--- src/rtl/sr_priv_pkg.sv ---
package sr_priv_pkg;

    typedef enum logic [3:0] {
        OP_RD_SR   = 4'd0,
        OP_RD_CCR  = 4'd1,
        OP_WR_CCR  = 4'd2,
        OP_WR_SR   = 4'd3,
        OP_OR_CCR  = 4'd4,
        OP_AND_CCR = 4'd5,
        OP_XOR_CCR = 4'd6,
        OP_OR_SR   = 4'd7,
        OP_AND_SR  = 4'd8,
        OP_XOR_SR  = 4'd9,
        OP_STOP    = 4'd10
    } sr_op_e;

    typedef enum logic {
        ST_RUN  = 1'b0,
        ST_HALT = 1'b1
    } ctl_state_e;

    localparam int          SR_W       = 16;
    localparam int          SUP_BIT    = 13;
    localparam logic [15:0] SR_KEEP    = 16'hA71F;
    localparam logic [7:0]  CCR_KEEP   = 8'h1F;
    localparam logic [7:0]  PRIV_VEC   = 8'h20;
    localparam logic [15:0] SR_AT_RST  = 16'h2700;

endpackage

--- src/rtl/sr_alu.sv ---
module sr_alu
    import sr_priv_pkg::*;
(
    input  logic [15:0] sr_cur,
    input  logic [3:0]  op_raw,
    input  logic [15:0] opnd,
    output logic [15:0] sr_new,
    output logic [15:0] rd_data,
    output logic        is_defined,
    output logic        is_priv,
    output logic        is_write,
    output logic        is_read,
    output logic        is_stop
);
    sr_op_e op;
    logic [7:0] ccr_res;

    assign op = sr_op_e'(op_raw);

    always_comb begin
        sr_new     = sr_cur;
        rd_data    = 16'h0000;
        ccr_res    = sr_cur[7:0];
        is_defined = 1'b1;
        is_priv    = 1'b0;
        is_write   = 1'b0;
        is_read    = 1'b0;
        is_stop    = 1'b0;
        unique case (op)
            OP_RD_SR: begin
                is_read = 1'b1;
                rd_data = sr_cur;
            end
            OP_RD_CCR: begin
                is_read = 1'b1;
                rd_data = {8'h00, sr_cur[7:0]};
            end
            OP_WR_CCR, OP_OR_CCR, OP_AND_CCR, OP_XOR_CCR: begin
                is_write = 1'b1;
                if (op == OP_WR_CCR)       ccr_res = opnd[7:0];
                else if (op == OP_OR_CCR)  ccr_res = sr_cur[7:0] | opnd[7:0];
                else if (op == OP_AND_CCR) ccr_res = sr_cur[7:0] & opnd[7:0];
                else                       ccr_res = sr_cur[7:0] ^ opnd[7:0];
                sr_new = {sr_cur[15:8], ccr_res & CCR_KEEP};
            end
            OP_WR_SR, OP_STOP: begin
                is_write = 1'b1;
                is_priv  = 1'b1;
                is_stop  = (op == OP_STOP);
                sr_new   = opnd & SR_KEEP;
            end
            OP_OR_SR: begin
                is_write = 1'b1;
                is_priv  = 1'b1;
                sr_new   = (sr_cur | opnd) & SR_KEEP;
            end
            OP_AND_SR: begin
                is_write = 1'b1;
                is_priv  = 1'b1;
                sr_new   = (sr_cur & opnd) & SR_KEEP;
            end
            OP_XOR_SR: begin
                is_write = 1'b1;
                is_priv  = 1'b1;
                sr_new   = (sr_cur ^ opnd) & SR_KEEP;
            end
            default: is_defined = 1'b0;
        endcase
    end
endmodule

--- src/rtl/sp_bank.sv ---
module sp_bank #(
    parameter int                SP_W      = 32,
    parameter logic [SP_W-1:0]   RESET_SSP = '0,
    parameter logic [SP_W-1:0]   RESET_USP = '0
) (
    input  logic            clk,
    input  logic            rst_n,
    input  logic            swap_en,
    output logic [SP_W-1:0] sp_act,
    output logic [SP_W-1:0] sp_oth
);
    always_ff @(posedge clk or negedge rst_n) begin
        if (!rst_n) begin
            sp_act <= RESET_SSP;
            sp_oth <= RESET_USP;
        end else if (swap_en) begin
            sp_act <= sp_oth;
            sp_oth <= sp_act;
        end
    end


    sp_swap_chk: assert property (@(posedge clk) disable iff (!rst_n)
        swap_en |=> (sp_act == $past(sp_oth)) && (sp_oth == $past(sp_act)));


    sp_hold_chk: assert property (@(posedge clk) disable iff (!rst_n)
        !swap_en |=> $stable(sp_act) && $stable(sp_oth));
endmodule

--- src/rtl/sr_priv_ctrl.sv ---
module sr_priv_ctrl
    import sr_priv_pkg::*;
#(
    parameter int              PC_W      = 32,
    parameter int              SP_W      = 32,
    parameter logic [SP_W-1:0] RESET_SSP = 32'h0000_8000,
    parameter logic [SP_W-1:0] RESET_USP = 32'h0000_4000
) (
    input  logic            clk,
    input  logic            rst_n,
    input  logic            op_valid,
    input  logic [3:0]      op_code,
    input  logic [15:0]     op_value,
    input  logic [PC_W-1:0] pc_in,
    input  logic            irq_wake,
    output logic [15:0]     sr_out,
    output logic [SP_W-1:0] sp_active,
    output logic [SP_W-1:0] sp_other,
    output logic [15:0]     rd_value,
    output logic            rd_valid,
    output logic [PC_W-1:0] pc_out,
    output logic            exc_req,
    output logic [7:0]      exc_vector,
    output logic            stopped
);
    localparam logic [PC_W-1:0] OPC_BYTES = PC_W'(2);

    ctl_state_e state_q, state_d;
    logic [15:0] sr_q, sr_nx, rd_nx;
    logic is_def, is_priv, is_wr, is_rd, is_stop;
    logic accept, viol, commit, swap;

    sr_alu u_alu (
        .sr_cur     (sr_q),
        .op_raw     (op_code),
        .opnd       (op_value),
        .sr_new     (sr_nx),
        .rd_data    (rd_nx),
        .is_defined (is_def),
        .is_priv    (is_priv),
        .is_write   (is_wr),
        .is_read    (is_rd),
        .is_stop    (is_stop)
    );

    assign accept = op_valid && (state_q == ST_RUN) && is_def;
    assign viol   = accept && is_priv && !sr_q[SUP_BIT];
    assign commit = accept && !viol && is_wr;
    assign swap   = commit && (sr_nx[SUP_BIT] != sr_q[SUP_BIT]);

    sp_bank #(
        .SP_W      (SP_W),
        .RESET_SSP (RESET_SSP),
        .RESET_USP (RESET_USP)
    ) u_sp (
        .clk     (clk),
        .rst_n   (rst_n),
        .swap_en (swap),
        .sp_act  (sp_active),
        .sp_oth  (sp_other)
    );

    // state register
    always_ff @(posedge clk or negedge rst_n) begin
        if (!rst_n) state_q <= ST_RUN;
        else        state_q <= state_d;
    end

    // transitions: run_to_halt, halt_to_run
    always_comb begin
        state_d = state_q;
        unique case (state_q)
            ST_RUN:  if (commit && is_stop) state_d = ST_HALT;
            ST_HALT: if (irq_wake)          state_d = ST_RUN;
            default: state_d = ST_RUN;
        endcase
    end

    // registered outputs
    always_ff @(posedge clk or negedge rst_n) begin
        if (!rst_n) begin
            sr_q     <= SR_AT_RST;
            rd_value <= 16'h0000;
            rd_valid <= 1'b0;
            pc_out   <= '0;
            exc_req  <= 1'b0;
        end else begin
            rd_valid <= accept && is_rd;
            exc_req  <= viol;
            if (commit) sr_q <= sr_nx;
            if (accept && is_rd) rd_value <= rd_nx;
            if (viol)        pc_out <= pc_in - OPC_BYTES;
            else if (accept) pc_out <= pc_in;
        end
    end

    assign sr_out     = sr_q;
    assign stopped    = (state_q == ST_HALT);
    assign exc_vector = exc_req ? PRIV_VEC : 8'h00;


    sr_reserved_zero_chk: assert property (@(posedge clk) disable iff (!rst_n)
        (sr_q & ~SR_KEEP) == 16'h0000);


    priv_fault_chk: assert property (@(posedge clk) disable iff (!rst_n)
        viol |=> $stable(sr_q) && exc_req && (pc_out == $past(pc_in) - OPC_BYTES));


    exc_vec_chk: assert property (@(posedge clk) disable iff (!rst_n)
        exc_req |-> exc_vector == PRIV_VEC);


    sup_flip_swap_chk: assert property (@(posedge clk) disable iff (!rst_n)
        (sr_q[SUP_BIT] != $past(sr_q[SUP_BIT])) |-> (sp_active == $past(sp_other)));


    ccr_only_chk: assert property (@(posedge clk) disable iff (!rst_n)
        (accept && (op_code inside {4'd2, 4'd4, 4'd5, 4'd6})) |=> sr_q[15:8] == $past(sr_q[15:8]));


    halt_ignore_chk: assert property (@(posedge clk) disable iff (!rst_n)
        (state_q == ST_HALT && !irq_wake) |=> $stable(sr_q) && stopped && !rd_valid && !exc_req);
endmodule

--- config.mk ---
export PLATFORM = sky130hd
export DESIGN_NAME = sr_priv_ctrl
export DESIGN_NICKNAME = d
export VERILOG_FILES = /design/src/rtl/sr_priv_pkg.sv /design/src/rtl/sr_alu.sv /design/src/rtl/sp_bank.sv /design/src/rtl/sr_priv_ctrl.sv
export SDC_FILE = /design/constraint.sdc
export NUM_CORES = 1
export LEC_CHECK = 0
export BUFFER_PORTS_ARGS = -buffer_cell sky130_fd_sc_hd__buf_2
export CAP_MARGIN = 20
export CORE_MARGIN = 3
export CORE_UTILIZATION = 40
export CTS_CLUSTER_DIAMETER = 30
export DETAILED_ROUTE_END_ITERATION = 6
export PLACE_DENSITY = 0.74
export SETUP_SLACK_MARGIN = 0.15
export SYNTH_ARGS = -nofsm -noshare
export SYNTH_HDL_FRONTEND = slang
export SYNTH_HIERARCHICAL = 1
export SYNTH_SLANG_ARGS = --single-unit
--- constraint.sdc ---
create_clock -name clk -period 4.45 [get_ports clk]
set_input_delay 0.2225 -clock clk [delete_from_list [all_inputs] [get_ports clk]]
set_output_delay 0.2225 -clock clk [all_outputs]
set_load 0.01 [all_outputs]
==> impl_metrics.ini, run 1 <==
[status]
status = complete, no violations

[setup_path]
ff2ff_setup_slack_ps = 1630
crit_path_end_kind = flop
ff2ff_path_depth = 8
crit_start = op_code[1]
endpoint = u_sp/sp_act[31]
rr_endpoint = u_sp/sp_act[31]
reg2reg_from = sr_out[13]
start_kind = input pin
worstPathMaxFanout = 38
critPathRequiredTime_ps = 4750
crit_type = input pin to flop
worstPathArrival_ps = 3160

[logic_synthesis]
ys_warn_count = 6
synth-seq-cells = 131
synth-simple-area-share_pct = 14.1
syn_inst = 629
synth_area_sq_um = 7220
yosysSeqAreaShare_pct = 45.5
synth_xor_area_share_pct = 3.52
synthMuxAreaShare_pct = 18.2
synth_compound_area_share_pct = 9.00
synth_edf_count = 0
async_flop_share_pct = 100
synth_top_family_by_area = multiplexers
synth.avg_cell_area_sq_um = 11.5
synth_cell_types = 60
synth-main-ff-cell = dfrtp_1
synth_fa_ha_area_share_pct = 3.64

[cells_and_area]
fin_cells = 1043
fin_area_sq_um = 8840
num_antenna_cells = 0
area_delta_synth_final_pct = 22.4
fin_util_pct = 50.6
fillers = 1542
layout_commonest_cell = buf_2
drive_gt1_share_pct = 41.1
final_cell_mix = 180 x buf_2, 125 x dfrtp_1, 60 x mux2_4
fin_nets = 882

[floorplan]
dieArea_sq_um = 19700
start_util_pct = 41.3
fp.coreArea_sq_um = 17500
fp.dieW_um = 140
die_h_um = 140
rows = 48
io_pins = 195

[detailed_routing]
vias_per_cell = 5.09
drc = 0
vias = 5307
wl_per_cell_um = 16.4
drt_first_pass_iters = 4
drtAntennaViolNets = 0
drtIter0Drc = 221
drt_wl_total_um = 17200

[timing]
timing.final.crit_share_pct = 64.4
grt_setup_unrepaired = false
setup_ws_ps = 1590
fmax_mhz = 349
slew_headroom_pct = 45.4
skew_ps = 11.3
tns_ps = 0
slew_viol_final = 0
tightest_slew_ps = 817
hold_viol_final = 0
finalSetupViolCount = 0
min_period_ps = 2860

[global_routing]
antenna_found_initial = 0
grt_util_all_layers_pct = 17.4
grt_max_degree = 95
first_global_vias = 5225
grt_pass1_wl_um = 27500
grt-ovfl-total = 0

[clocking]
insertion_delay_ps = 420
hold_buffers = 2
cts_buffer_depth = 2
numClockSinks = 131
cts_max_level = 4
cts_buffers = 17
cts_resized = 0
clkTransAtPathRegs_ps = 70
cts_tree = built
cts-root-buf = clkbuf_16
postCtsSetupBuffers = 0

[placement]
dp_hpwl_um = 12300
post-place-ws_ps = 1110
io_buffers = 181
placed_cells = 1009
place_area_sq_um = 8200
place_congestion = 0.814

[pwr]
power.density_nw_per_um2 = 404
p_leak_nw = 4.49
vdd_drop_max_mv = 0.263

[flow_run]
cap_violations = 0

[min_path]
hold_path_class = input pin to flop
-- area by class of cell --
cell class,instances,area (sq um),area share (%)
flip-flops and latches,131,3290,37.2
repair buffers,191,1020,11.5
multi-input cells,437,3540,40.0
clock inverters,15,190,2.15
clock buffers,17,425,4.81
well taps,225,282,3.19
inverters,27,101,1.15
-- per-stage QoR --
stage	hold WS (ps)	total power (W)
floorplan	-73.1	0.00192
global placement	350	0.00214
detailed placement	354	0.00216
CTS	4.46	0.00363
global route	5.09	0.00378
finish	38.3	0.00357
-- sequential cells by signal, summed over array words and instances (netlist names) --
| signal | flops |
|---|---|
| stopped | 1 |
| exc_req | 1 |
| rd_value | 16 |
| u_sp/sp_act | 32 |
| sr_out | 16 |
| pc_out | 32 |
| u_sp/sp_oth | 32 |
| rd_valid | 1 |
-- critical path, stage by stage --
cell      delay, ps
buf_2           530
nor3b_1         230
and2b_1         300
a221oi_1        310
o21ai_0         190
xnor2_1         210
nor2_4          480
buf_4           310
mux2_2          370
-- report_power, final --
| part | internal [W] | switching [W] |
|---|---|---|
| logic | 0.000325 | 0.000402 |
| registers | 0.00130 | 0.000105 |
| clock network | 0.000812 | 0.000627 |
| total | 0.00244 | 0.00113 |
-- routing by layer --
layer  vias up  global-route usage (%)  share of wire [%]
met5         -                       0                  0
met3        15                    5.26                7.2
met1      2550                    24.1                 45
li1       2568                       -                  -
met2       174                    26.7                 46
met4         0                    4.59                1.1
-- synthesized netlist by cell type (3+ instances only) --
cell type,n,area share (%)
a21o_1,5,0.52
a21oi_1,14,0.97
a221oi_1,5,0.61
a22o_1,3,0.36
a22oi_1,3,0.31
a311o_1,3,0.42
a31oi_1,3,0.26
a32oi_1,3,0.36
and2_1,20,1.7
and3b_1,4,0.49
buf_12,6,1.7
buf_2,6,0.42
buf_4,14,1.5
buf_6,3,0.47
clkbuf_1,11,0.57
dfrtp_1,125,43
dfstp_2,6,2.2
ha_1,21,3.6
inv_1,27,1.4
mux2_2,36,5.6
mux2_4,60,12
nand2_1,56,2.9
nand3_1,13,0.90
nand4_1,5,0.43
nor2_1,30,1.6
nor2b_1,9,0.78
nor3_1,9,0.62
nor3b_1,8,0.83
nor4_1,6,0.52
o21a_1,3,0.31
o21ai_0,33,2.3
o21ai_1,8,0.55
o22ai_1,4,0.35
o2bb2ai_1,4,0.49
xnor2_1,18,2.2
xor2_1,11,1.3
-- cell families (layout without fill, tap and decap cells) --
logic type | after synthesis | after routing
adders and majority gates | 21 | 21
muxes | 97 | 97
AOI/OAI and AO/OA | 100 | 100
other | 1 | 7
buffers and inverters | 67 | 250
and+or+nand+nor | 183 | 183
DFF | 131 | 131
xor gates and xnor gates | 29 | 29
-- how the worst min path moves through the flow --
stage             start         end  slack, ps  depth (start not counted)
3_3_place_gp      rst_n  pc_out[12]        350                          1
3_5_place_dp      rst_n  pc_out[11]        350                          1
2_1_floorplan     rst_n     exc_req        -70                          0
5_1_grt        irq_wake     stopped          5                          2
6_report       irq_wake     stopped         40                          2
4_1_cts        irq_wake     stopped          4                          2
(Power assumes the default switching activity.)
==> inputs of run 2 (changes only) <==
--- a/config.mk
+++ b/config.mk
@@ -11,7 +11,7 @@
 export CORE_UTILIZATION = 40
 export CTS_CLUSTER_DIAMETER = 30
 export DETAILED_ROUTE_END_ITERATION = 6
-export PLACE_DENSITY = 0.74
+export PLACE_DENSITY = 0.76
 export SETUP_SLACK_MARGIN = 0.15
 export SYNTH_ARGS = -nofsm -noshare
 export SYNTH_HDL_FRONTEND = slang
==> constraint.sdc (replaced) <==
create_clock -name clk -period 2.45 [get_ports clk]
set_input_delay 0.1225 -clock clk [delete_from_list [all_inputs] [get_ports clk]]
set_output_delay 0.1225 -clock clk [all_outputs]
set_load 0.01 [all_outputs]
==> run 2 against run 1 <==
Cell area is 4.4% higher. Non-clock buffer count grew 36. Largest cell class unchanged. Critical path depth unchanged. Sequential share of layout area decreased by 1.6 points.
==> impl_metrics.ini, run 2 (synthesis gave the netlist of run 1 again) <==
[detailed_routing]
drtIter0Drc = 349
drt_wl_total_um = 18400
drc = 0
drt_first_pass_iters = 4
wl_per_cell_um = 17.1
drtAntennaViolNets = 0
vias_per_cell = 5.10
vias = 5507

[clocking]
numClockSinks = 131
insertion_delay_ps = 410
cts_buffers = 17
cts-root-buf = clkbuf_16
cts_max_level = 4
cts_tree = built
cts_buffer_depth = 2
clkTransAtPathRegs_ps = 70

[status]
status = complete, no violations

[floorplan]
fp.dieW_um = 140
fp.coreArea_sq_um = 17500
dieArea_sq_um = 19700
start_util_pct = 41.3
io_pins = 195
die_h_um = 140
rows = 48

[timing]
hold_viol_final = 0
tns_ps = 0
fmax_mhz = 449
grt_setup_unrepaired = true
slew_headroom_pct = 50.0
min_period_ps = 2230
timing.final.crit_share_pct = 90.9
slew_viol_final = 0
skew_ps = 9.88
tightest_slew_ps = 743
finalSetupViolCount = 0

[flow_run]
cap_violations = 0

[setup_path]
cpMostUsedCell = buf_12
crit_path_end_kind = flop
ff2ff_setup_slack_ps = 220
crit_type = flop to flop
crit_chain = inv_2 > ha_4 > a32oi_2 > o21ai_2 > xnor2_2 > nor2_4 > buf_12 > buf_12 > mux2_2
critPathBufInv = 3
worstPathArrival_ps = 2520
cp_top_family = flip-flops
worstPathMaxFanout = 10
rr_endpoint = u_sp/sp_oth[0]
start_kind = flop
critPathRequiredTime_ps = 2740
reg2reg_from = sr_out[13]
critical_path.max_stage_delay_ps = 550
ff2ff_path_depth = 9
worst_path_max_delay_cell = dfstp_2

[global_routing]
grt_util_all_layers_pct = 18.3
grt_max_degree = 72
antenna_found_initial = 0
first_global_vias = 5332
grt_pass1_wl_um = 29100
grt-ovfl-total = 0

[pwr]
power_switching_share_pct = 31.5
power.net_switching_w = 0.00209
vdd_drop_max_mv = 0.540
internal_power_w = 0.00455
p_leak_nw = 4.69
power.density_nw_per_um2 = 720
power_frac_seq_pct = 38.3
combPwrFrac_pct = 23.4
power_frac_clock_pct = 38.3

[placement]
io_buffers = 181
placed_cells = 1036
place_congestion = 0.847
place_area_sq_um = 8470
dp_hpwl_um = 13100

[cells_and_area]
final_cell_mix = 180 x buf_2, 125 x dfrtp_1, 60 x mux2_4
fin_area_sq_um = 9230
drive_gt1_share_pct = 44.0
fillers = 1508
top_regs = pc_out x32, u_sp/sp_act x32, u_sp/sp_oth x32
num_antenna_cells = 0
seqCellArea_sq_um = 3290
fin_cells = 1079
fin_nets = 918
area_delta_synth_final_pct = 27.8
layout_commonest_cell = buf_2
multi_input_area_sq_um = 3590

[min_path]
hold_path_class = input pin to flop
hold-path-cell-count = 3
hold_end = pc_out[29]
holdCritStartpoint = pc_in[29]
## run 2: worst max path at each step
| stage | to | cells past startpoint | from | slack (ps) |
|---|---|---|---|---|
| floorplan | u_sp/sp_act[0] | 12 | op_code[1] | 170 |
| global placement | u_sp/sp_oth[31] | 10 | op_code[0] | 140 |
| detailed placement | u_sp/sp_oth[31] | 10 | op_code[0] | 70 |
| CTS | u_sp/sp_oth[31] | 9 | sr_out[13] | 190 |
| global route | u_sp/sp_oth[0] | 9 | sr_out[13] | 130 |
| finish | u_sp/sp_oth[0] | 9 | sr_out[13] | 220 |
## run 2: through the flow
step	hold slack (ps)	worst slack, ps	power (W)	util (%)
finish	25.2	222	0.00664	52.8
detailed placement	206	72.4	0.00403	48.4
CTS	4.26	187	0.00663	52.2
floorplan	-173	171	0.00350	-
global route	21.8	133	0.00699	52.8
global placement	193	143	0.00399	48.4
## run 2: power by group through the flow
stage | Combinational, W | Clock (W) | Sequential (W)
floorplan | 0.000858 | 0 | 0.00264
global placement | 0.00142 | 0 | 0.00257
detailed placement | 0.00146 | 0 | 0.00258
CTS | 0.00148 | 0.00261 | 0.00254
global route | 0.00172 | 0.00270 | 0.00258
finish | 0.00156 | 0.00254 | 0.00254
## run 2: per-layer routing
layer	routed length [um]	track usage, %	up-vias
met5	0	0	-
met4	154	4.33	0
met3	1020	4.20	10
met2	9060	30.1	165
met1	8190	24.6	2711
li1	-	-	2621
## run 2: timing repair
item                                   in CTS  in global routing
resized for setup                           1                  7
endpoints found under the hold margin      68                  0
setup endpoints to repair                   5                 57
buffers inserted                            3                  1
hold buffers                                5                  0
cloned                                      0                  2
## run 2: final cells by class
type / count / area share (%)
clock buffer: 17 / 4.61
clock inverter: 15 / 1.76
inverter: 27 / 1.10
multi-input combinational: 437 / 38.9
sequential: 131 / 35.6
tap: 225 / 3.05
timing repair buffer: 227 / 15.0
## run 2: worst min-delay path: cells and delay by family
| family | cells | cell delay, ps |
|---|---|---|
| buffers and inverters | 1 | 110 |
| XOR/XNOR | 1 | 110 |
| AO/OA/AOI/OAI | 1 | 50 |
==> inputs of run 3 (changes only) <==
--- a/config.mk
+++ b/config.mk
@@ -5,6 +5,7 @@
 export SDC_FILE = /design/constraint.sdc
 export NUM_CORES = 1
 export LEC_CHECK = 0
+export ABC_AREA = 1
 export BUFFER_PORTS_ARGS = -buffer_cell sky130_fd_sc_hd__buf_2
 export CAP_MARGIN = 20
 export CORE_MARGIN = 3
==> run 3 against run 2 <==
Largest cell class unchanged. Clock skew down 3.5 ps. Power down 0.97%. Critical endpoint is now u_sp/sp_act[6]. Critical path depth is 4 higher. Cell area rose by 0.96%. Final cell count up 33%. Non-clock buffer count shrank 8. First-iteration DRC count increased by 29%. Register-to-register slack better by 20 ps. Sequential share of layout area decreased by 0.34 points.
==> impl_metrics.ini, run 3 <==
[status]
status = complete, no violations

[floorplan]
start_util_pct = 41.5
fp.coreArea_sq_um = 17600
die_h_um = 141
io_pins = 195
rows = 48
dieArea_sq_um = 19900
fp.dieW_um = 141

[logic_synthesis]
synth_top_area_share_pct = 42.8
synth.area.top_cells = dfrtp_1 43%, nand2_1 23%, inv_1 5.2%, nor2_1 5.0%, nand3_1 4.0%
ys_warn_count = 6
yosysTopAreaCell = dfrtp_1
yosysSeqAreaShare_pct = 45.0
synth_area_sq_um = 7310
syn_inst = 981
async_flop_share_pct = 100
synth.avg_cell_area_sq_um = 7.45
synth_most_common_cell = nand2_1
synth-seq-cells = 131
synth_common_cells = 439 x nand2_1, 125 x dfrtp_1, 101 x inv_1
synth_edf_count = 0
synth-main-ff-cell = dfrtp_1
synth_cell_types = 40

[setup_path]
worst_path_max_delay_cell = dfstp_2
worstPathMaxFanout = 16
ff2ff_setup_slack_ps = 240
rr_endpoint = u_sp/sp_act[6]
crit_chain = inv_2 > ha_4 > nand2_1 > o21ai_1 > inv_1 > nand4_1 > buf_4 > nand2_1 > a21oi_4 > clkinv_4 > buf_6 > nand2_1 > nand2_1
crit_type = flop to flop
ff2ff_path_depth = 13
critPathRequiredTime_ps = 2750
critical_path.max_stage_delay_ps = 580
start_kind = flop
cpMostUsedCell = nand2_1
crit_path_end_kind = flop
worstPathArrival_ps = 2510
reg2reg_from = sr_out[13]

[placement]
dp_hpwl_um = 14000
place_congestion = 0.934
io_buffers = 181

[global_routing]
first_global_vias = 6420
antenna_found_initial = 0
grt_pass1_wl_um = 31900
grt_util_all_layers_pct = 19.6
grt-ovfl-total = 0
grt_max_degree = 65

[timing]
fmax_mhz = 452
grt_setup_unrepaired = false
slew_headroom_pct = 65.9
finalSetupViolCount = 0
skew_ps = 6.42
tns_ps = 0
tightest_slew_ps = 511
min_period_ps = 2210
hold_viol_final = 0
slew_viol_final = 0
timing.final.crit_share_pct = 90.2

[cells_and_area]
top_regs = pc_out x32, u_sp/sp_act x32, u_sp/sp_oth x32
multi_input_area_sq_um = 3430
seqCellArea_sq_um = 3290
area_delta_synth_final_pct = 27.5
layout_commonest_cell = nand2_1
fin_util_pct = 52.9
drive_gt1_share_pct = 25.3
fillers = 1643
fin_nets = 1270
num_antenna_cells = 0
final_cell_mix = 436 x nand2_1, 180 x buf_2, 125 x dfrtp_1

[pwr]
combPwrFrac_pct = 22.4
power_switching_share_pct = 31.6
p_leak_nw = 5.46
power_frac_clock_pct = 38.7
power.density_nw_per_um2 = 706
power.net_switching_w = 0.00208
internal_power_w = 0.00450
power_frac_seq_pct = 38.9
vdd_drop_max_mv = 0.466

[clocking]
cts_tree = built
insertion_delay_ps = 420
numClockSinks = 131
cts_buffer_depth = 2
cts_max_level = 4
clkTransAtPathRegs_ps = 60
cts-root-buf = clkbuf_16
cts_buffers = 17

[detailed_routing]
drtIter0Drc = 450
drt_wl_total_um = 20200
vias = 6950
drtAntennaViolNets = 0
wl_per_cell_um = 14.1
vias_per_cell = 4.86
drt_first_pass_iters = 5
drc = 0

[min_path]
hold_path_class = input pin to flop
holdCritStartpoint = pc_in[15]
hold-path-cell-count = 4
hold_end = pc_out[15]

[flow_run]
cap_violations = 0
[run 3: cell count changes after synthesis, sizes merged, moves of 10 or more]
cell,delta
a21oi,-14
and2,-20
nor2,+79
nand2,+392
mux2,-81
o21ai,-23
nor3,-10
nand3,+52
inv,+77
xnor2,-16
[run 3: routing by layer]
layer | up-vias | track usage [%] | share of wire [%]
met5 | - | 0 | 0
met4 | 0 | 6.37 | 2.3
met3 | 40 | 4.72 | 7.3
met2 | 239 | 31.0 | 47
met1 | 3232 | 26.5 | 44
li1 | 3439 | - | -
[run 3: area by class of cell]
cell class	instances	area share, %
Tap cell	225	3.02
Timing Repair Buffer	219	14.3
Sequential cell	131	35.3
Clock inverter	15	1.71
Inverter	105	4.28
Multi-Input combinational cell	719	36.8
Clock buffer	17	4.57
[run 3: metrics by stage]
stage	area, sq um	hold slack, ps	cells	setup WS (ps)	total power [W]
after detailed placement	8450	109	1380	168	0.00397
after CTS	9120	3.57	1421	165	0.00654
after global routing	9320	29.8	1431	127	0.00695
after global placement	8450	112	1380	226	0.00394
after floorplan	7330	-173	987	437	0.00344
final	9320	18.7	1431	239	0.00658
[run 3: repair_timing]
action	CTS	global route
gates resized for setup	0	12
setup buffers	1	4
endpoints found under the hold margin	57	0
cloned	0	6
pin swaps	1	2
setup endpoints to repair	3	64
hold buffers	8	0
[run 3: critical path: cells and delay by family, from the launching register on]
kind	cells	cell delay, ps
AO/OA/AOI/OAI	2	280
adder cells (fa/ha/maj)	1	250
buffers and inverters	5	610
flip-flops	1	580
AND/OR/NAND/NOR	5	360
[run 3: worst max path at each step]
stage	from	endpoint	slack, ps	cells after the start
3_5_place_dp	sr_out[13]	u_sp/sp_act[29]	170	12
2_1_floorplan	sr_out[13]	u_sp/sp_act[0]	440	13
4_1_cts	sr_out[13]	u_sp/sp_act[17]	170	13
5_1_grt	sr_out[13]	u_sp/sp_oth[4]	130	13
3_3_place_gp	sr_out[13]	u_sp/sp_act[14]	230	12
6_report	sr_out[13]	u_sp/sp_act[6]	240	13
[run 3: kinds of logic after synthesis]
| group | after synthesis | share of synthesized area (%) |
|---|---|---|
| compound gates | 32 | 2.67 |
| xor+xnor | 4 | 0.479 |
| fa+ha+maj | 21 | 3.60 |
| buf+inv | 137 | 8.83 |
| flops | 131 | 45.0 |
| mux | 16 | 2.45 |
| other cells | 1 | 0.0513 |
| simple gates | 639 | 37.0 |
[run 3: power by group through the flow]
stage	registers [W]	logic, W	clock network, W
3_3_place_gp	0.00259	0.00135	0
2_1_floorplan	0.00268	0.000766	0
5_1_grt	0.00259	0.00167	0.00269
6_report	0.00256	0.00147	0.00255
4_1_cts	0.00257	0.00139	0.00259
3_5_place_dp	0.00260	0.00137	0
